File: config.mk
export PLATFORM = sky130hd
export DESIGN_NAME = wupd_filter
export DESIGN_NICKNAME = d
export VERILOG_FILES = /design/src/rtl/wupd_filter.sv
export SDC_FILE = /design/constraint.sdc
export NUM_CORES = 1
export LEC_CHECK = 0
export ABC_CLOCK_PERIOD_IN_PS = 11300
export BUFFER_PORTS_ARGS = -buffer_cell sky130_fd_sc_hd__buf_4
export CORE_MARGIN = 5
export CORE_UTILIZATION = 65
export DETAILED_ROUTE_END_ITERATION = 8
export PLACE_DENSITY = 0.95
export SLEW_MARGIN = 10
export SYNTH_ARGS = -nofsm -noshare
export SYNTH_HDL_FRONTEND = slang
export SYNTH_SLANG_ARGS = --single-unit
export TNS_END_PERCENT = 5
File: constraint.sdc
create_clock -name clk -period 11.3 [get_ports clk]
set_input_delay 0.565 -clock clk [delete_from_list [all_inputs] [get_ports clk]]
set_output_delay 0.565 -clock clk [all_outputs]
set_load 0.01 [all_outputs]
File: src/rtl/wupd_filter.sv
module wupd_filter #(
  parameter int ADDR_W     = 4,
  parameter int DELTA_W    = 16,
  parameter int WEIGHT_W   = 16,
  parameter int LR_W       = 8,
  parameter int LR_FRAC    = 4,
  parameter int CNT_W      = 4,
  parameter int WEAR_SHIFT = 2,
  parameter int FRAC_MUL   = 41,
  parameter int FRAC_SHIFT = 12,
  parameter int TALLY_W    = 16
) (
  input  logic                       clk,
  input  logic                       rst,
  input  logic                       iter_start,
  input  logic                       in_valid,
  input  logic                       in_pass,
  input  logic [ADDR_W-1:0]          in_addr,
  input  logic signed [DELTA_W-1:0]  in_delta,
  input  logic signed [WEIGHT_W-1:0] in_weight,
  input  logic [LR_W-1:0]            lr,
  output logic                       wr_valid,
  output logic [ADDR_W-1:0]          wr_addr,
  output logic signed [WEIGHT_W-1:0] wr_weight,
  output logic [CNT_W-1:0]           wr_count,
  output logic [TALLY_W-1:0]         issued_cnt,
  output logic [TALLY_W-1:0]         skipped_cnt
);
  localparam int DEPTH  = 1 << ADDR_W;
  localparam int LVL_W  = CNT_W - WEAR_SHIFT;
  localparam int BASE_W = DELTA_W + $clog2(FRAC_MUL + 1);
  localparam int THR_W  = BASE_W + (1 << LVL_W) - 1;
  localparam int PW     = DELTA_W + LR_W + 1;
  localparam logic signed [PW:0] WMAX_X = (PW+1)'(2**(WEIGHT_W-1) - 1);
  localparam logic signed [PW:0] WMIN_X = -WMAX_X - 1;

  logic [CNT_W-1:0]   wear [DEPTH];
  logic [DELTA_W-1:0] max_abs;

  logic [DELTA_W-1:0] abs_d;
  logic [CNT_W-1:0]   cur_cnt, cnt_next;
  logic [LVL_W-1:0]   level;
  logic [BASE_W-1:0]  base;
  logic [THR_W-1:0]   thr;
  logic               pass_ok;
  logic signed [PW-1:0] prod, scaled;
  logic signed [PW:0]   sum;
  logic signed [WEIGHT_W-1:0] new_w;

  assign abs_d    = in_delta[DELTA_W-1] ? DELTA_W'(-in_delta) : DELTA_W'(in_delta);
  assign cur_cnt  = wear[in_addr];
  assign cnt_next = (&cur_cnt) ? cur_cnt : cur_cnt + 1'b1;
  assign level    = cur_cnt[CNT_W-1:WEAR_SHIFT];
  assign base     = (BASE_W'(max_abs) * BASE_W'(FRAC_MUL)) >> FRAC_SHIFT;
  assign thr      = THR_W'(base) << level;
  assign pass_ok  = THR_W'(abs_d) >= thr;

  assign prod   = $signed({1'b0, lr}) * in_delta;
  assign scaled = prod >>> LR_FRAC;
  assign sum    = (PW+1)'(in_weight) + (PW+1)'(scaled);
  assign new_w  = (sum > WMAX_X) ? WEIGHT_W'(WMAX_X) :
                  (sum < WMIN_X) ? WEIGHT_W'(WMIN_X) : sum[WEIGHT_W-1:0];

  always_ff @(posedge clk) begin
    if (rst) begin
      wr_valid    <= 1'b0;
      wr_addr     <= '0;
      wr_weight   <= '0;
      wr_count    <= '0;
      max_abs     <= '0;
      issued_cnt  <= '0;
      skipped_cnt <= '0;
      for (int i = 0; i < DEPTH; i++) wear[i] <= '0;
    end else begin
      wr_valid <= 1'b0;
      if (iter_start) begin
        max_abs     <= '0;
        issued_cnt  <= '0;
        skipped_cnt <= '0;
      end else if (in_valid) begin
        if (!in_pass) begin
          if (abs_d > max_abs) max_abs <= abs_d;
        end else if (pass_ok) begin
          wr_valid      <= 1'b1;
          wr_addr       <= in_addr;
          wr_weight     <= new_w;
          wr_count      <= cnt_next;
          wear[in_addr] <= cnt_next;
          issued_cnt    <= issued_cnt + 1'b1;
        end else begin
          skipped_cnt <= skipped_cnt + 1'b1;
        end
      end
    end
  end
endmodule

## Word level (Yosys, flattened, before mapping)

Memories as Yosys holds them, arrays and structs flattened.
Cells that the tools add are included.

- Bits in registers: 73
- RAM bits: 64
- Bits of input ports: 49
- Logic and storage cells: 45
- Memories: 1

- $add $sub $neg: 5
- Multiply operators: 2
- Order comparisons: 4
- Shifts and indexed selects: 1
- Mux-type cells: 15
- Bitwise logic cells: 3
- Reduce and logical (&&, ||, !) cells: 7

Memory list:

| memory | depth | bits a word | rd ports | clocked after Yosys merged registers in | write ports | line | source |
|---|---|---|---|---|---|---|---|
| wear | 16 | 4 | 1 | 0 | 16 | 37 | `logic [CNT_W-1:0] wear [DEPTH];` |

Operators with widths:

| operator | count |
|---|---|
| two-way mux 16 bit | 3 |
| adder 16 x 1 -> 16 bit (second input constant) | 2 |
| >= comparator 16 x 25 -> 1 bit | 1 |
| multiplier 9 x 16 -> 25 bit | 1 |
| left shift 10 x 2 -> 25 bit | 1 |
| adder 16 x 21 -> 22 bit | 1 |
| greater-than comparator 22 x 16 -> 1 bit (second input constant) | 1 |
| less-than comparator 22 x 16 -> 1 bit (second input constant) | 1 |
| multiplier 16 x 6 -> 22 bit (second input constant) | 1 |
| greater-than comparator 16 bit | 1 |
| negator 16 bit | 1 |
| two-way mux 4 bit | 3 |
| two-way mux 1 bit | 9 |
| AND reduction 3 bit | 3 |
| AND reduction 4 bit | 2 |
| adder 4 x 1 -> 4 bit (second input constant) | 1 |
| OR reduction 4 bit | 1 |
| inverter 1 bit | 3 |
| OR reduction 2 bit | 1 |

## Logic depth before layout (Yosys ltp)

- Depth in word-level cells: 11
- Gate-level depth with buffers: 31

## Worst setup path before layout

Ideal clock, no wire load.

- Kind: input port to flip-flop
- Start point: input in_delta[3]
- End point: register wr_weight[10]
- Data arrival time: 6.850 ns
- Required time: 11.178 ns
- Setup slack: 4.328 ns
- Cell stages on the path: 30
- Buffers on the path: 2
- Cells stage by stage: clkbuf_1 nand2_1 fa_1 inv_1 fa_1 ha_1 inv_1 fa_1 inv_1 ha_1 a21o_1 a21oi_1 o21bai_1 a21o_1 and2_1 o21a_1 o31a_1 o41ai_1 xnor2_1 ha_1 nand2_1 o211ai_1 a221o_1 a311o_1 a311o_1 mux2i_1 nand2b_1 o21ai_2 buf_2 a21oi_1

- Cells in the longest elaborated chain, start to end: 5

Ends and longest elaborated chain:

| item | line | source |
|---|---|---|
| from (decl) | 19 | `input logic signed [DELTA_W-1:0] in_delta,` |
| multiplier 9 x 16 -> 25 bit | 58 | `assign prod = $signed({1'b0, lr}) * in_delta;` |
| adder 16 x 21 -> 22 bit | 60 | `assign sum = (PW+1)'(in_weight) + (PW+1)'(scaled);` |
| less-than comparator 22 x 16 -> 1 bit | 62 | `(sum < WMIN_X) ? WEIGHT_W'(WMIN_X) : sum[WEIGHT_W-1:0];` |
| two-way mux 16 bit | 62 |  |
| two-way mux 16 bit | 61 | `assign new_w = (sum > WMAX_X) ? WEIGHT_W'(WMAX_X) :` |
| to (signal assigned) | 86 | `wr_weight <= new_w;` |
| to (decl) | 24 | `output logic signed [WEIGHT_W-1:0] wr_weight,` |

Parallel ways exist; a longest one is shown, timed or not.
A chain may end at the register's enable or synchronous reset.

==> results.yml <==
flow_run:
  cap_violations: 0
layout:
  multi_input_area_mm2: 0.009854
  regArea_mm2: 0.003383
  antenna_cells: 0
  syn_to_final_growth_pct: 9.945
  nNetsFinal: 1986
  n_fill_cell: 1443
  drive_gt1_share_pct: 11.65
detailed_routing:
  drt_pre_antenna_iters: 6
  drtIter0Drc: 1187
  wl_per_cell_um: 19.57
  dr_total_vias: 12496
  drc: 0
  vias_per_cell: 6.369
  ant_nets: 0
  drt-total-wl_um: 38390
synth:
  synth_compound_area_share_pct: 11.77
  synth_seq_area_share_pct: 23.51
  synth_mux_area_share_pct: 5.329
  synth-xor-area-share_pct: 4.494
  ys_types: 76
  synthArstFlopShare_pct: 0
  synth_cells: 1613
  postSynthAreaPerCell_um2: 8.923
  ys.warnings.count: 0
  synth-edff-count: 64
  synth_top_family_by_area: "adder cells"
  synthFlopType: "dfxtp_1"
  synth_fa_ha_area_share_pct: 29.19
  synth_nets: 1930
  syn_area_mm2: 0.01439
  ys_ff_latch: 137
  synth-simple-area-share_pct: 17.68
placed_design:
  dp_hpwl_um: 28040
  io_buffers: 105
  place_congestion: 0.9029
critical_path:
  cp.required_ns: 11.36
  cp-end-kind: "flop"
  critPathKind: "reg2reg"
  critPathMostFrequentCell: "ha_1"
  crit_buf_inv: 3
  cp_top_family: "compound AO/OA/AOI/OAI gates"
  crit_path_cell_trace: "ha_1 > inv_1 > fa_1 > inv_1 > ha_1 > ha_1 > inv_1 > o21ai_0 > a21oi_1 > nor2b_1 > o31ai_1 > a21oi_1 > o22a_1 > a311o_1 > mux2_2 > ha_1 > nand4_1 > nor2_1 > a2111oi_1 > and3_4 > a21oi_2 > and2b_1 > nand3b_1 > o21ai_0"
  cp_data_arrival_time_ns: 8.22
  cp_max_fo: 20
  max_stage_delay_ns: 0.79
  start_kind: "flop"
  worst_path_max_delay_cell: "o21ai_0"
global_route:
  antenna_found_initial: 0
  grt_pass1_vias: 12765
  grt_pass1_wl_um: 62910
  grt_remaining_overflow: 0
  grt_usage_pct: 29.92
  grt_max_degree: 50
cts:
  htree_levels: 4
  path_clk_slew_ns: 0.07
  clk_latency_ns: 0.44
  post_cts_buffers: 0
  cts_resized: 0
  cts_buffers: 17
  cts_root_buffer: "clkbuf_16"
  cts_num_sinks: 137
  cts_hold_buf: 0
  tritoncts: "done"
  clockBufferDepth: 2
timing:
  min_period_ns: 8.163
  holdWs_ns: 0.4420
  tightest_slew_ns: 1.026
  setup_tns_ns: 0
  max_freq_mhz: 122.5
  finalHoldViolCount: 0
  setup_viol: 0
  min_period_over_period_pct: 72.24
  rsz0062_at_grt: "no"
  slew_headroom_pct: 31.20
  fin_skew_ns: 0.01455
  slew_violations: 0
power:
  max-vdd-ir-drop_mv: 0.3001
  p_per_area_mw_per_mm2: 277.9
  leakagePower_nw: 7.339
floorplanning:
  num_io_pins: 106
  initial_core_util_pct: 65.95
  chipHeight_um: 158.8
  dieWidth_um: 158.8
  row_count: 54
  core_area_mm2: 0.02182
  design.die.area_mm2: 0.02522
min_path:
  hp-class: "in2reg"
run_status:
  status: "complete, no violations"
## layout make-up
| cell class | instances | share of cell area, % |
|---|---|---|
| repair buffers | 108 | 5.124 |
| well taps | 280 | 2.214 |
| flip-flops and latches | 137 | 21.38 |
| clock inverters | 14 | 0.8698 |
| inverters | 226 | 5.361 |
| clock buffers | 18 | 2.775 |
| multi-input cells | 1179 | 62.28 |
## layer usage
metal | GRT usage [%] | vias up | routed length (µm)
li1 | - | 5518 | -
met1 | 35.09 | 5987 | 13510
met2 | 52.63 | 782 | 19330
met3 | 5.806 | 209 | 3469
met4 | 14.20 | 0 | 2083
met5 | 0 | - | 0
## logic make-up after synthesis
| family | count (synthesis) |
|---|---|
| AND/OR/NAND/NOR | 518 |
| buffers and inverters | 297 |
| AO/OA/AOI/OAI | 269 |
| adder cells (fa/ha/maj) | 268 |
| flip-flops | 137 |
| XOR/XNOR | 73 |
| multiplexers | 51 |
## per-stage QoR
step / power (mW) / instance area (µm²) / setup WS [ns] / utilization, % / instances
6_report: 4.398 / 15820 / 3.137 / 72.51 / 1962
5_1_grt: 4.762 / 15820 / 2.818 / 72.51 / 1962
4_1_cts: 4.341 / 15820 / 3.387 / 72.51 / 1962
3_5_place_dp: 3.762 / 15250 / 3.565 / 69.87 / 1930
3_3_place_gp: 3.630 / 15250 / 3.730 / 69.87 / 1930
2_1_floorplan: 3.091 / 14390 / 4.328 / - / 1613
## report_power, final
part | total (mW) | internal [mW] | leakage (nW) | switching (mW)
registers | 0.554 | 0.541 | 1.25 | 0.0130
clock network | 0.551 | 0.314 | 0.289 | 0.238
logic | 3.29 | 1.33 | 5.80 | 1.96
## final timing paths
path                             startpoint            end  slack, ns  depth (start not counted)
worst max-delay path            max_abs[11]    wear[10][1]       3.14                         24
worst min-delay path                    rst  wr_weight[15]       0.44                          2
worst max register to register  max_abs[11]    wear[10][1]       3.14                         24
worst min register to register  wr_count[2]    wr_count[2]       0.46                          2
## cell usage after synthesis, types with 10 or more instances
library cell | number | share of area [%]
dfxtp_1 | 73 | 10
or2_2 | 12 | 0.52
mux4_2 | 20 | 3.1
ha_1 | 155 | 13
o21ai_0 | 51 | 1.8
fa_1 | 113 | 16
buf_2 | 20 | 0.70
mux2i_1 | 26 | 1.8
nor3_1 | 26 | 0.90
and2_1 | 71 | 3.1
nand2_1 | 135 | 3.5
a21oi_1 | 96 | 3.3
nand2b_1 | 19 | 0.83
or3_1 | 17 | 0.74
and3_1 | 10 | 0.43
xnor2_1 | 53 | 3.2
clkbuf_1 | 46 | 1.2
nor2_1 | 156 | 4.1
inv_1 | 225 | 5.9
edfxtp_1 | 64 | 13
a21o_1 | 29 | 1.5
nand4_1 | 16 | 0.70
nand3_1 | 21 | 0.73
o211ai_1 | 10 | 0.52
xor2_1 | 19 | 1.2
## cells in the final DEF (no fill, tap or decap), types with 53 or more instances in the layout
cell,instances
xnor2_1,53
nor2_1,156
nand2_1,135
inv_1,225
edfxtp_1,64
fa_1,113
dfxtp_1,73
and2_1,71
ha_1,155
buf_4,108
a21oi_1,96
## flip-flops by register name (all words and copies together), names as in the netlist
register,cells
wear,64
issued_cnt,16
max_abs,16
skipped_cnt,16
wr_weight,16
wr_addr,4
wr_count,4
wr_valid,1
Note: power is estimated with default switching activity, not from simulation.
